File: src/rtl/bw_alu_pkg.sv
package bw_alu_pkg;
  typedef enum logic [3:0] {
    OP_MOV  = 4'h4,
    OP_ADD  = 4'h5,
    OP_ADDC = 4'h6,
    OP_SUBC = 4'h7,
    OP_SUB  = 4'h8,
    OP_CMP  = 4'h9,
    OP_DADD = 4'hA,
    OP_BIT  = 4'hB,
    OP_BIC  = 4'hC,
    OP_BIS  = 4'hD,
    OP_XOR  = 4'hE,
    OP_AND  = 4'hF
  } alu_op_e;

  typedef struct packed {
    logic z;
    logic c;
    logic n;
    logic v;
  } alu_flags_t;
endpackage

File: src/rtl/bw_alu_arith.sv
module bw_alu_arith #(
  parameter int DATA_W = 16
) (
  input  logic [DATA_W-1:0] a,
  input  logic [DATA_W-1:0] b,
  input  logic              cin,
  input  logic              byte_mode,
  output logic [DATA_W-1:0] sum,
  output logic              cout,
  output logic              ovf
);
  localparam int HALF = DATA_W / 2;

  logic [DATA_W:0] full;
  logic            a_top, b_top, r_top;

  // operands arrive already masked to the active width
  assign full = {1'b0, a} + {1'b0, b} + {{DATA_W{1'b0}}, cin};

  always_comb begin
    if (byte_mode) begin
      sum   = {{HALF{1'b0}}, full[HALF-1:0]};
      cout  = full[HALF];
      a_top = a[HALF-1];
      b_top = b[HALF-1];
      r_top = full[HALF-1];
    end else begin
      sum   = full[DATA_W-1:0];
      cout  = full[DATA_W];
      a_top = a[DATA_W-1];
      b_top = b[DATA_W-1];
      r_top = full[DATA_W-1];
    end
    ovf = (a_top == b_top) && (r_top != a_top);
  end
endmodule

File: src/rtl/bw_alu_bcd.sv
module bw_alu_bcd #(
  parameter int DATA_W = 16
) (
  input  logic [DATA_W-1:0] a,
  input  logic [DATA_W-1:0] b,
  input  logic              cin,
  input  logic              byte_mode,
  output logic [DATA_W-1:0] sum,
  output logic              cout
);
  localparam int DIGITS = DATA_W / 4;

  logic [DIGITS:0] chain;
  assign chain[0] = cin;

  for (genvar g = 0; g < DIGITS; g++) begin : g_digit
    logic [4:0] raw;
    logic [4:0] fixed;
    logic       over;
    assign raw   = {1'b0, a[4*g +: 4]} + {1'b0, b[4*g +: 4]} + {4'b0, chain[g]};
    assign over  = raw > 5'd9;
    assign fixed = over ? raw + 5'd6 : raw;
    assign sum[4*g +: 4] = fixed[3:0];
    assign chain[g+1]    = over;
  end

  assign cout = byte_mode ? chain[DIGITS/2] : chain[DIGITS];
endmodule

File: src/rtl/bw_alu_logic.sv
module bw_alu_logic
  import bw_alu_pkg::*;
#(
  parameter int DATA_W = 16
) (
  input  logic [3:0]        op,
  input  logic [DATA_W-1:0] s,
  input  logic [DATA_W-1:0] d,
  output logic [DATA_W-1:0] r
);
  always_comb begin
    case (op)
      OP_BIC:  r = ~s & d;
      OP_BIS:  r = s | d;
      OP_XOR:  r = s ^ d;
      default: r = s & d;
    endcase
  end
endmodule

File: src/rtl/bw_alu.sv
module bw_alu
  import bw_alu_pkg::*;
#(
  parameter int DATA_W = 16
) (
  input  logic              clk,
  input  logic              rst,
  input  logic              op_valid,
  input  logic [3:0]        opcode,
  input  logic              byte_mode,
  input  logic [DATA_W-1:0] src,
  input  logic [DATA_W-1:0] dst,
  input  logic              carry_in,
  output logic [DATA_W-1:0] result,
  output logic              result_valid,
  output logic              write_en,
  output logic              flag_z,
  output logic              flag_c,
  output logic              flag_n,
  output logic              flag_v
);
  localparam int HALF = DATA_W / 2;
  localparam logic [DATA_W-1:0] LOW_MASK = {{HALF{1'b0}}, {HALF{1'b1}}};

  logic [DATA_W-1:0] mask, s_m, d_m, ar_b;
  logic              ar_cin, is_sub;
  logic [DATA_W-1:0] ar_sum, dec_sum, lg_res;
  logic              ar_c, ar_v, dec_c;

  assign mask = byte_mode ? LOW_MASK : {DATA_W{1'b1}};
  assign s_m  = src & mask;
  assign d_m  = dst & mask;

  assign is_sub = (opcode == OP_SUB) || (opcode == OP_SUBC) || (opcode == OP_CMP);
  assign ar_b   = is_sub ? (~src & mask) : s_m;

  always_comb begin
    case (opcode)
      OP_ADDC, OP_SUBC: ar_cin = carry_in;
      OP_SUB, OP_CMP:   ar_cin = 1'b1;
      default:          ar_cin = 1'b0;
    endcase
  end

  bw_alu_arith #(.DATA_W(DATA_W)) u_arith (
    .a(d_m), .b(ar_b), .cin(ar_cin), .byte_mode(byte_mode),
    .sum(ar_sum), .cout(ar_c), .ovf(ar_v)
  );

  bw_alu_bcd #(.DATA_W(DATA_W)) u_bcd (
    .a(d_m), .b(s_m), .cin(carry_in), .byte_mode(byte_mode),
    .sum(dec_sum), .cout(dec_c)
  );

  bw_alu_logic #(.DATA_W(DATA_W)) u_logic (
    .op(opcode), .s(s_m), .d(d_m), .r(lg_res)
  );

  // result selection and write decision
  logic [DATA_W-1:0] nxt_res;
  logic              nxt_wr, upd, use_ar, use_dec;

  always_comb begin
    nxt_res = '0;
    nxt_wr  = 1'b0;
    upd     = 1'b0;
    use_ar  = 1'b0;
    use_dec = 1'b0;
    case (opcode)
      OP_MOV: begin
        nxt_res = s_m;
        nxt_wr  = 1'b1;
      end
      OP_ADD, OP_ADDC, OP_SUBC, OP_SUB, OP_CMP: begin
        nxt_res = ar_sum;
        nxt_wr  = (opcode != OP_CMP);
        upd     = 1'b1;
        use_ar  = 1'b1;
      end
      OP_DADD: begin
        nxt_res = dec_sum & mask;
        nxt_wr  = 1'b1;
        upd     = 1'b1;
        use_dec = 1'b1;
      end
      OP_BIT, OP_BIC, OP_BIS, OP_XOR, OP_AND: begin
        nxt_res = lg_res;
        nxt_wr  = (opcode != OP_BIT);
        upd     = 1'b1;
      end
      default: ;
    endcase
  end

  // flag formation from the selected result
  alu_flags_t nxt_flags, flags_q;
  logic       res_zero, res_top;

  assign res_zero = (nxt_res == '0);
  assign res_top  = byte_mode ? nxt_res[HALF-1] : nxt_res[DATA_W-1];

  always_comb begin
    nxt_flags.z = res_zero;
    nxt_flags.n = res_top;
    if (use_ar) begin
      nxt_flags.c = ar_c;
      nxt_flags.v = ar_v;
    end else if (use_dec) begin
      nxt_flags.c = dec_c;
      nxt_flags.v = 1'b0;
    end else begin
      nxt_flags.c = ~res_zero;
      nxt_flags.v = 1'b0;
    end
  end

  always_ff @(posedge clk) begin
    if (rst) begin
      result       <= '0;
      result_valid <= 1'b0;
      write_en     <= 1'b0;
      flags_q      <= '0;
    end else begin
      result_valid <= op_valid;
      write_en     <= op_valid && nxt_wr;
      if (op_valid) result <= nxt_res;
      if (op_valid && upd) flags_q <= nxt_flags;
    end
  end

  assign flag_z = flags_q.z;
  assign flag_c = flags_q.c;
  assign flag_n = flags_q.n;
  assign flag_v = flags_q.v;
endmodule

File: config.mk
export PLATFORM = sky130hd
export DESIGN_NAME = bw_alu
export DESIGN_NICKNAME = d
export VERILOG_FILES = /design/src/rtl/bw_alu_pkg.sv /design/src/rtl/bw_alu_arith.sv /design/src/rtl/bw_alu_bcd.sv /design/src/rtl/bw_alu_logic.sv /design/src/rtl/bw_alu.sv
export SDC_FILE = /design/constraint.sdc
export NUM_CORES = 1
export LEC_CHECK = 0
export BUFFER_PORTS_ARGS = -buffer_cell sky130_fd_sc_hd__buf_2
export CAP_MARGIN = 0
export CELL_PAD_IN_SITES_DETAIL_PLACEMENT = 0
export CELL_PAD_IN_SITES_GLOBAL_PLACEMENT = 1
export CORE_MARGIN = 4
export CORE_UTILIZATION = 43
export CTS_BUF_LIST = sky130_fd_sc_hd__clkbuf_8 sky130_fd_sc_hd__clkbuf_16
export CTS_CLUSTER_DIAMETER = 60
export DETAILED_ROUTE_END_ITERATION = 12
export PLACE_DENSITY_LB_ADDON = 0.1
export REMOVE_ABC_BUFFERS = 1
export SLEW_MARGIN = 40
export SYNTH_ARGS = -nofsm -noshare
export SYNTH_HDL_FRONTEND = slang
export SYNTH_SLANG_ARGS = --single-unit
File: constraint.sdc
create_clock -name clk -period 10.67 [get_ports clk]
set_input_delay 0 -clock clk [delete_from_list [all_inputs] [get_ports clk]]
set_output_delay 0 -clock clk [all_outputs]
set_load 0.1 [all_outputs]
==> summary.txt <==
Yosys
  – Top_reg_cell synth: dfxtp_1
  – Synth Warn #: 0
  – Synth cell count leaders: nor2_1, nand2_1, inv_1
  – Top area cells in the synthesized netlist: ha_1, dfxtp_1, xnor2_1, nor2_1, nand2_1
  – Yosys reg bits: 22
  – Syn Inst Count: roughly 580
  – Synthesized area: about 4200 um2
  – Cell variety after synth: 75
  – Seq/Total Area, Yosys: 10.54%
  – Async S/R FF share, synth: 0%
  – Number of synthesized flops with an enable pin: 0
  – Yosys top cell area share: about 14%
  – Most frequent cell after synthesis: nor2_1
  – Avg Cell Area, Syn: around 7 um2
  – Synth area leader: ha_1

Critical path
  – CP max FO: 6
  – Peak per-stage delay on the critical path: about 0.53 ns
  – Most used cell, CP: fa_1
  – Crit start category: input pin
  – Critical path's slowest cell: or4_4
  – Critical Path RT: ~11 ns
  – Reg2Reg Depth: 4
  – Crit path DAT: approximately 8.4 ns
  – Crit Path Category: input pin to flip-flop
  – Crit path capture type: flip-flop

Die
  – Core Rows: 35
  – Total core area: between 9000 and 10000 um2
  – Die W: approximately 110 um
  – Initial Util: 44.59%
  – I/O pin total: 63
  – Die area: 11360 um2
  – Die height: roughly 110 um

STA
  – Min Tclk post-route: 8.235 ns
  – # setup viols final: 0
  – Setup total negative slack: 0 ns
  – Final period utilization: 77.18%
  – Setup repair after global routing missed its margin: false
  – Fin. Hold Viols: 0
  – Slew @ Worst Pin: approximately 0.85 ns
  – Max Freq: 0.1214 GHz
  – Clk_skew: 0 ns
  – Setup slack after layout: 2.435 ns
  – Relative max-transition margin: ~43%
  – Pins Over Slew Limit: 0

Power and ir drop
  – Leakage: approximately 2.2 nW
  – PD cells: 102.9 nW/um2
  – Total power: 0.4781 mW
  – Max IR drop VDD: ~0.000061 V

Layout
  – Multi-input logic area: around 3400 um2
  – Antenna fix cells: 0
  – Reg area: about 440 um2
  – Fin cells: approximately 760
  – Share of layout cells above drive strength 1: a little over an eighth
  – Layout area overhead: 11.14%
  – Final nets: about 730
  – Fill cell count: 980

Drt
  – Post-route DRC: 0
  – Post-route ant nets: 0
  – Routed vias: approximately 4500
  – Routed WL: about 14000 um
  – Detail-routed net length per standard cell: 18.97 um
  – DR vias/cell: approximately 5.9
  – Pre-antenna DRT Iters: 5
  – Detailed Route Iter0 Violations: approximately 280

GRT
  – Total Routing Usage GR: around a quarter
  – Aggregate global routing overflow: 0
  – Vias in the first global route: ~4300
  – Initial antenna violation count: 0
  – Largest net degree at the start of global routing: 35
  – Global-route wire length before repair: roughly 23000 um

Place
  – Routability Congestion: between 0.9 and 1
  – Pre-CTS setup slack: between 2 and 2.5 ns
  – DP HPWL: between 10000 and 15000 um
  – Placed insts: approximately 750
  – Port bufs: 62

Clock tree
  – Post-CTS Setup Repair Bufs: 0
  – CTS Buffer Depth: 2
  – Worst-path clk slew: approximately 0.080 ns
  – CTS tree: built
  – Clock sink count: 22
  – Clock Tree Root: clkbuf_8
  – Clk Latency, worst-skew pair: between 0.2 and 0.3 ns
  – Clock buffer count from CTS: 3
  – Cts hold-fix bufs: 0
  – CTS H-Tree Depth: 1
  – CTS resizes: 0

Hold path
  – Hold Crit Class: input pin to flip-flop
  – Cell count of the worst hold path: 2

Outcome
  – Status: finished clean

Run
  – Max-Cap Viols: 0
==> kinds of logic after synthesis <==
kind of cell | synth area share [%]
AO/OA/AOI/OAI | 30.48
buffers and inverters | 7.126
multiplexers | 2.725
XOR/XNOR | 7.754
adder cells (fa/ha/maj) | 19.16
AND/OR/NAND/NOR | 22.22
flip-flops | 10.54
==> area by class of cell <==
type | count | area share, %
multi-input combinational | 485 | 74.22
sequential | 22 | 9.483
timing repair buffer | 65 | 7.166
inverter | 51 | 4.122
tap | 129 | 3.475
clock buffer | 3 | 0.8890
clock inverter | 1 | 0.6466
==> sequential cells by signal, indices dropped and copies added, names as in the netlist <==
register      count
flag_n            1
flag_v            1
result           16
result_valid      1
flag_c            1
flag_z            1
write_en          1
==> routing by layer <==
layer	track usage [%]	vias up	share of wire, %
met5	0	-	0
met1	35.65	2097	47
li1	-	2205	-
met3	2.529	19	7.2
met4	5.114	0	1.6
met2	40.02	164	45
==> cell usage in the layout (no fill, tap or decap), types with 8 or more instances in the layout <==
cell and count:
nand2b_1 10, xor2_1 8, nand2_1 57, ha_1 48, xnor2_1 29, a21o_1 10, nor2_1 66, nor2b_1 8
buf_2 62, dfxtp_1 22, inv_1 50, mux2i_1 8, nand3_1 11, fa_1 10, a21oi_1 42, o21ai_0 29
a211oi_1 23
==> worst paths after layout <==
path         slack, ns          to   start
max               2.43      flag_c  src[0]
min               0.14  result[10]     rst
max reg2reg       9.87      flag_c  flag_c
min reg2reg       0.48      flag_n  flag_n
==> metrics by stage <==
stage               hold slack, ns  util (%)  instance area [um2]
finish                      0.1436     49.56                 4644
floorplan                  0.06907         -                 4073
global route                0.1586     49.56                 4644
CTS                         0.1389     49.56                 4644
global placement            0.4003     48.80                 4573
detailed placement          0.4120     48.80                 4573
==> critical path: cells and delay by family <==
family	cells	cell delay, ns
AOI/OAI and AO/OA	8	1.84
xor gates and xnor gates	3	0.80
adders and majority gates	9	3.31
buffers and inverters	5	0.48
and+or+nand+nor	8	1.94
==> power breakdown <==
part,switching (mW),leakage [nW],internal [mW]
sequential,0.00291,0.182,0.0882
combinational,0.205,1.96,0.107
clock,0.0253,0.0357,0.0500
Note: power is estimated with default switching activity, not from simulation.
